<file path="config.mk">
export PLATFORM = sky130hd
export DESIGN_NAME = dual_agu
export DESIGN_NICKNAME = d
export VERILOG_FILES = /design/src/rtl/agu_pkg.sv /design/src/rtl/agu_regs.sv /design/src/rtl/agu_lane.sv /design/src/rtl/dual_agu.sv
export SDC_FILE = /design/constraint.sdc
export NUM_CORES = 2
export LEC_CHECK = 0
export CAP_MARGIN = 20
export CELL_PAD_IN_SITES_DETAIL_PLACEMENT = 0
export CELL_PAD_IN_SITES_GLOBAL_PLACEMENT = 1
export CORE_UTILIZATION = 43
export DETAILED_ROUTE_END_ITERATION = 8
export PLACE_DENSITY_LB_ADDON = 0.12
export SYNTH_ARGS = -nofsm -noshare
export SYNTH_HDL_FRONTEND = slang
export SYNTH_SLANG_ARGS = --single-unit
</file>
<file path="constraint.sdc">
create_clock -name clk -period 14.7 [get_ports clk]
set_input_delay 2.94 -clock clk [delete_from_list [all_inputs] [get_ports clk]]
set_output_delay 2.94 -clock clk [all_outputs]
set_load 0.01 [all_outputs]
</file>
<file path="src/rtl/agu_pkg.sv">
package agu_pkg;

    typedef enum logic [2:0] {
        AM_DISP      = 3'd0,
        AM_IDXA      = 3'd1,
        AM_IDXB      = 3'd2,
        AM_CIRC_DISP = 3'd3,
        AM_CIRC_IDXA = 3'd4,
        AM_BITREV    = 3'd5,
        AM_RSV6      = 3'd6,
        AM_RSV7      = 3'd7
    } am_e;

    localparam int unsigned LANES   = 2;
    localparam int unsigned LSEL_W  = 4;
    localparam int unsigned SEL_IXA = 8;
    localparam int unsigned SEL_IXB = 9;
    localparam int unsigned SEL_BLK = 10;

endpackage

</file>
<file path="src/rtl/agu_regs.sv">
module agu_regs
    import agu_pkg::*;
#(
    parameter int W   = 32,
    parameter int NAR = 8,
    parameter int SW  = 3
) (
    input  logic                           clk,
    input  logic                           rst_n,
    input  logic                           ld_en,
    input  logic [LSEL_W-1:0]              ld_sel,
    input  logic [W-1:0]                   ld_data,
    input  logic [LANES-1:0]               wr_en,
    input  logic [LANES-1:0][SW-1:0]       wr_sel,
    input  logic [LANES-1:0][W-1:0]        wr_data,
    output logic [NAR-1:0][W-1:0]          ar_q,
    output logic [W-1:0]                   ixa_q,
    output logic [W-1:0]                   ixb_q,
    output logic [W-1:0]                   blk_q
);

    // pointer file: load first, then lane 0, then lane 1 (last wins)
    always_ff @(posedge clk) begin
        if (!rst_n) begin
            ar_q <= '0;
        end else begin
            for (int i = 0; i < NAR; i++) begin
                if (ld_en && ld_sel == LSEL_W'(i))
                    ar_q[i] <= ld_data;
                for (int l = 0; l < LANES; l++) begin
                    if (wr_en[l] && wr_sel[l] == SW'(i))
                        ar_q[i] <= wr_data[l];
                end
            end
        end
    end

    always_ff @(posedge clk) begin
        if (!rst_n) begin
            ixa_q <= '0;
            ixb_q <= '0;
            blk_q <= '0;
        end else if (ld_en) begin
            if (ld_sel == LSEL_W'(SEL_IXA)) ixa_q <= ld_data;
            if (ld_sel == LSEL_W'(SEL_IXB)) ixb_q <= ld_data;
            if (ld_sel == LSEL_W'(SEL_BLK)) blk_q <= ld_data;
        end
    end

endmodule

</file>
<file path="src/rtl/agu_lane.sv">
module agu_lane
    import agu_pkg::*;
#(
    parameter int W  = 32,
    parameter int DW = 8
) (
    input  logic [W-1:0]  ar_val,
    input  logic [W-1:0]  ixa,
    input  logic [W-1:0]  ixb,
    input  logic [W-1:0]  blk,
    input  logic [2:0]    mode,
    input  logic          pre,
    input  logic          sub,
    input  logic [DW-1:0] disp,
    output logic [W-1:0]  addr,
    output logic [W-1:0]  next
);

    localparam int XW = W + 2;

    function automatic logic [W-1:0] flip(input logic [W-1:0] v);
        logic [W-1:0] r;
        for (int i = 0; i < W; i++) r[i] = v[W-1-i];
        return r;
    endfunction

    // fill every bit below the highest set bit
    function automatic logic [W-1:0] smear(input logic [W-1:0] v);
        logic [W-1:0] m;
        m = v;
        for (int s = 1; s < W; s = s * 2) m = m | (m >> s);
        return m;
    endfunction

    am_e                  md;
    logic [W-1:0]         step;
    logic [W-1:0]         lin_res;
    logic [W-1:0]         circ_res;
    logic [W-1:0]         brev_res;
    logic [W-1:0]         win_mask;
    logic [W-1:0]         win_start;
    logic signed [XW-1:0] raw;
    logic signed [XW-1:0] lo_x;
    logic signed [XW-1:0] hi_x;
    logic signed [XW-1:0] blk_x;

    always_comb begin
        md = am_e'(mode);
        case (md)
            AM_DISP, AM_CIRC_DISP:            step = W'(disp);
            AM_IDXA, AM_CIRC_IDXA, AM_BITREV: step = ixa;
            AM_IDXB:                          step = ixb;
            default:                          step = '0;
        endcase
    end

    assign lin_res = sub ? (ar_val - step) : (ar_val + step);

    always_comb begin
        win_mask  = smear(blk - W'(1));
        win_start = ar_val & ~win_mask;
        blk_x     = $signed({2'b00, blk});
        lo_x      = $signed({2'b00, win_start});
        hi_x      = lo_x + blk_x;
        raw       = sub ? ($signed({2'b00, ar_val}) - $signed({2'b00, step}))
                        : ($signed({2'b00, ar_val}) + $signed({2'b00, step}));
        if (blk == '0)
            circ_res = lin_res;
        else if (raw < lo_x)
            circ_res = W'(raw + blk_x);
        else if (raw >= hi_x)
            circ_res = W'(raw - blk_x);
        else
            circ_res = W'(raw);
    end

    assign brev_res = flip(flip(ar_val) + flip(ixa));

    always_comb begin
        case (md)
            AM_DISP, AM_IDXA, AM_IDXB:  next = lin_res;
            AM_CIRC_DISP, AM_CIRC_IDXA: next = circ_res;
            AM_BITREV:                  next = brev_res;
            default:                    next = ar_val;
        endcase
    end

    assign addr = pre ? next : ar_val;

endmodule

</file>
<file path="src/rtl/dual_agu.sv">
module dual_agu
    import agu_pkg::*;
#(
    parameter int W   = 32,
    parameter int NAR = 8,
    parameter int DW  = 8,
    localparam int SW = $clog2(NAR)
) (
    input  logic                     clk,
    input  logic                     rst_n,
    input  logic                     ld_en,
    input  logic [LSEL_W-1:0]        ld_sel,
    input  logic [W-1:0]             ld_data,
    input  logic [LANES-1:0]         lane_vld,
    input  logic [LANES-1:0][SW-1:0] lane_ar,
    input  logic [LANES-1:0][2:0]    lane_mode,
    input  logic [LANES-1:0]         lane_pre,
    input  logic [LANES-1:0]         lane_sub,
    input  logic [LANES-1:0]         lane_upd,
    input  logic [LANES-1:0][DW-1:0] lane_disp,
    output logic [LANES-1:0][W-1:0]  lane_addr,
    output logic [LANES-1:0][W-1:0]  lane_next
);

    logic [NAR-1:0][W-1:0]   ar_q;
    logic [W-1:0]            ixa_q;
    logic [W-1:0]            ixb_q;
    logic [W-1:0]            blk_q;
    logic [LANES-1:0]        wr_en;
    logic [LANES-1:0][W-1:0] ar_rd;

    agu_regs #(.W(W), .NAR(NAR), .SW(SW)) u_regs (
        .clk     (clk),
        .rst_n   (rst_n),
        .ld_en   (ld_en),
        .ld_sel  (ld_sel),
        .ld_data (ld_data),
        .wr_en   (wr_en),
        .wr_sel  (lane_ar),
        .wr_data (lane_next),
        .ar_q    (ar_q),
        .ixa_q   (ixa_q),
        .ixb_q   (ixb_q),
        .blk_q   (blk_q)
    );

    for (genvar g = 0; g < LANES; g++) begin : g_lane
        assign ar_rd[g] = ar_q[lane_ar[g]];
        assign wr_en[g] = lane_vld[g] & lane_upd[g];

        agu_lane #(.W(W), .DW(DW)) u_lane (
            .ar_val (ar_rd[g]),
            .ixa    (ixa_q),
            .ixb    (ixb_q),
            .blk    (blk_q),
            .mode   (lane_mode[g]),
            .pre    (lane_pre[g]),
            .sub    (lane_sub[g]),
            .disp   (lane_disp[g]),
            .addr   (lane_addr[g]),
            .next   (lane_next[g])
        );
    end

endmodule

</file>
==> metrics.md <==
| Metric | Value |
|---|---|
| Synth Area in XOR/XNOR | `under 10%` |
| CTS H-tree depth | `2` |
| Vias in the first global route | `between 50,000 and 60,000` |
| Max cap viols | `0` |
| GRT met2 Usage | `67.9%` |
| #FFs+latches synth | `352` |
| Synth area leader | `ha_1` |
| # hold bufs at CTS | `0` |
| R2R Setup Slk | `roughly 4 ns` |
| Port-buffer cells | `just over 200` |
| WHS | `a little over 0.5 ns` |
| Crit-path slowest cell | `clkdlybuf4s50_1` |
| Total power | `roughly 0.0065 W` |
| Hold EP | `u_regs.ixb_q[23]$_SDFFE_PN0P_` |
| Nets | `~8,000` |
| First-pass GRT wire length | `around 410 mm` |
| Met3 Track Usage GR | `between 10% and 20%` |
| Post-Route Utilization | `50.3%` |
| Initial DRC count | `between 8,000 and 9,000` |
| CP Capture Type | `primary output` |
| Chip width | `350 um` |
| Adder-Cell Fraction of Synth Area | `14.3%` |
| Layout area overhead | `16.1%` |
| Core area | `0.120 mm2` |
| Drt total wl | `around 300 mm` |
| Pwr Density | `approximately 110 mW/mm2` |
| Slew margin rel. | `around a tenth` |
| Final cycle utilization of the critical path | `between 90% and 100%` |
| Synthesized area per cell | `about 7.3 um2` |
| Root buf cell | `clkbuf_16` |
| Reg2reg path depth | `45` |
| Clk_lat worst skew | `~0.67 ns` |
| Static leakage | `roughly 26 nW` |
| Mux cell area share after synthesis | `roughly a tenth` |
| Final setup margin | `a little under 0.1 ns` |
| Highest clock rate | `between 60 and 70 MHz` |
| Clock Sink Count | `about 350` |
| Synthesized net count | `just under 8,000` |
| CP required | `11.76 ns` |
| Crit path time final | `between 10 and 15 ns` |
| Detailed-route DRC error count | `0` |
| DR pass1 iterations | `9` |
| Final Hold Vio Count | `0` |
| Pre-CTS setup slack | `-0.101 ns` |
| Max clock buf depth | `3` |
| Clock skew | `0.0768 ns` |
| DP HPWL | `approximately 230 mm` |
| Die height | `350 um` |
| DR vias/cell | `roughly 6.7` |
| Initial antenna violation count | `28` |
| Largest net degree at the start of global routing | `117` |
| Synth async-reset ratio | `0%` |
| Num CTS Buffers | `45` |
| Initial Util | `43.3%` |
| Largest stage delay on the critical path | `0.64 ns` |
| Synth area leaders | `ha_1 (14%), dfxtp_1 (14%), nand2_1 (8.7%)` |
| Ys Warns | `0` |
| Worst hold path class | `reg -> reg` |
| IO Count | `roughly 200` |
| HP Start | `u_regs.ixb_q[23]$_SDFFE_PN0P_` |
| Row count | `between 100 and 150` |
| Routability Congestion | `1.09` |
| Critical path type | `in -> out` |
| Per-cell routed wire length | `~33 um` |
| Worst Path Arrival | `~12 ns` |
| Area fraction in compound gates after synthesis | `29.4%` |
| Post-DRT Antenna Nets | `0` |
| Clock transition at path regs | `0.06 ns` |
| # setup viols final | `0` |
| Grt ovf | `0` |
| Simple-gate share of the synthesized area | `22.0%` |
| Die area | `~0.12 mm2` |
| Top cell type's share of synthesized area | `13.7%` |
| Least-Margin Pin Slew | `roughly 1.3 ns` |
| Count of different cell masters after synthesis | `117` |
| All-layer global routing usage | `46.9%` |
| CP Max Fanout | `14` |
| GR Layer Usage met1 | `a little under 60%` |
| Worst reg2reg endpoint | `u_regs.ar_q[215]$_SDFFE_PN0P_` |
| Worst r2r src | `u_regs.blk_q[7]$_SDFFE_PN0P_` |
| CTS tree | `done` |
| List of most frequent post-synthesis cells | `nand2_1 (1,210), ha_1 (570), a21oi_1 (519)` |
| Critical path launch point type | `input pin` |
| Number of synthesized flops with an enable pin | `0` |
| Mapped Area | `0.0520 mm2` |
| Final Max Slew Viols | `0` |
| Main combinational cell family by area after synthesis | `compound AO/OA/AOI/OAI gates` |
| Status | `completed` |
| Hold Crit Depth | `2` |
| Synthesized instance count | `~7,100` |
| Proportion of layout cells with a drive suffix above 1 | `13.4%` |
| Via count | `60,700` |
| Count leader, synth | `nand2_1` |
| GR peak layer | `met2` |
| Maximum vdd drop | `slightly above 90 uV` |
| Top FF cell, synth | `dfxtp_1` |
| Seq/Total Area, Yosys | `13.6%` |
==> cell usage in the layout (no fill, tap or decap), types with 231 or more instances in the layout <==
master and n:
o21ai_0 364, buf_4 465, nand2_1 1208, a21oi_1 518, ha_1 570, xnor2_1 231, dfxtp_1 352, nor2_1 474
nand3_1 242, inv_1 366
==> stage by stage <==
step,area (um2),std cells,TNS [ns]
2_1_floorplan,52000,7135,0
3_3_place_gp,58200,8998,-0.132
3_5_place_dp,58200,9000,-0.101
4_1_cts,59900,9082,0
5_1_grt,60300,9094,-0.590
6_report,60400,9107,0
==> worst max-delay path: cells and delay by family <==
kind	cells	cell delay, ns
muxes	2	0.86
AOI/OAI and AO/OA	16	3.99
and+or+nand+nor	6	1.32
buffers and inverters	6	1.82
adders and majority gates	2	0.67
==> flip-flops by register name, summed over array words and instances (netlist names) <==
name / flops
u_regs.ixb_q: 32
u_regs.ixa_q: 32
u_regs.blk_q: 32
u_regs.ar_q: 256
==> routing by layer <==
layer / wire length, um / part of all wire, %
met1: 113000 / 38
met2: 121000 / 40
met3: 36600 / 12
met4: 27800 / 9.3
met5: 178 / 0.060
==> area by class of cell <==
| class | count | area [um2] |
|---|---|---|
| Sequential cell | 352 | 7050 |
| Timing Repair Buffer | 687 | 5920 |
| Multi-Input combinational cell | 5993 | 42400 |
| Antenna cell | 14 | 35.0 |
| Fill cell | 12000 | 59600 |
| Tap cell | 1612 | 2020 |
| Inverter | 367 | 1380 |
| Clock inverter | 15 | 231 |
| Clock buffer | 67 | 1340 |
==> report_power, final <==
part,switching (W),internal [W]
clock network,0.000521,0.000690
logic,0.00267,0.00157
registers,0.0000323,0.000989
total,0.00322,0.00325
==> cells by family after synthesis <==
logic type / count (synthesis)
DFF: 352
adders and majority gates: 584
AOI/OAI and AO/OA: 2211
xor gates and xnor gates: 328
muxes: 313
and+or+nand+nor: 2556
buffers and inverters: 791
==> worst max-delay path by stage <==
stage | depth (start not counted) | startpoint | endpoint | slack, ns
2_1_floorplan | 38 | lane_ar[0] | lane_addr[8] | 0.45
3_3_place_gp | 33 | lane_ar[0] | lane_addr[28] | -0.13
3_5_place_dp | 33 | lane_ar[0] | lane_addr[28] | -0.10
4_1_cts | 46 | u_regs.blk_q[0]$_SDFFE_PN0P_ | lane_addr[56] | 0.007
5_1_grt | 33 | lane_mode[2] | lane_addr[28] | -0.08
6_report | 32 | lane_ar[0] | lane_next[22] | 0.1
==> timing repair <==
action                                  in CTS  in global routing
endpoints found under the setup margin      34                128
cloned                                       0                  1
pin swaps                                    0                  8
resized for setup                            6                 67
buffers inserted                             0                  6
Note: power is estimated with default switching activity, not from simulation.
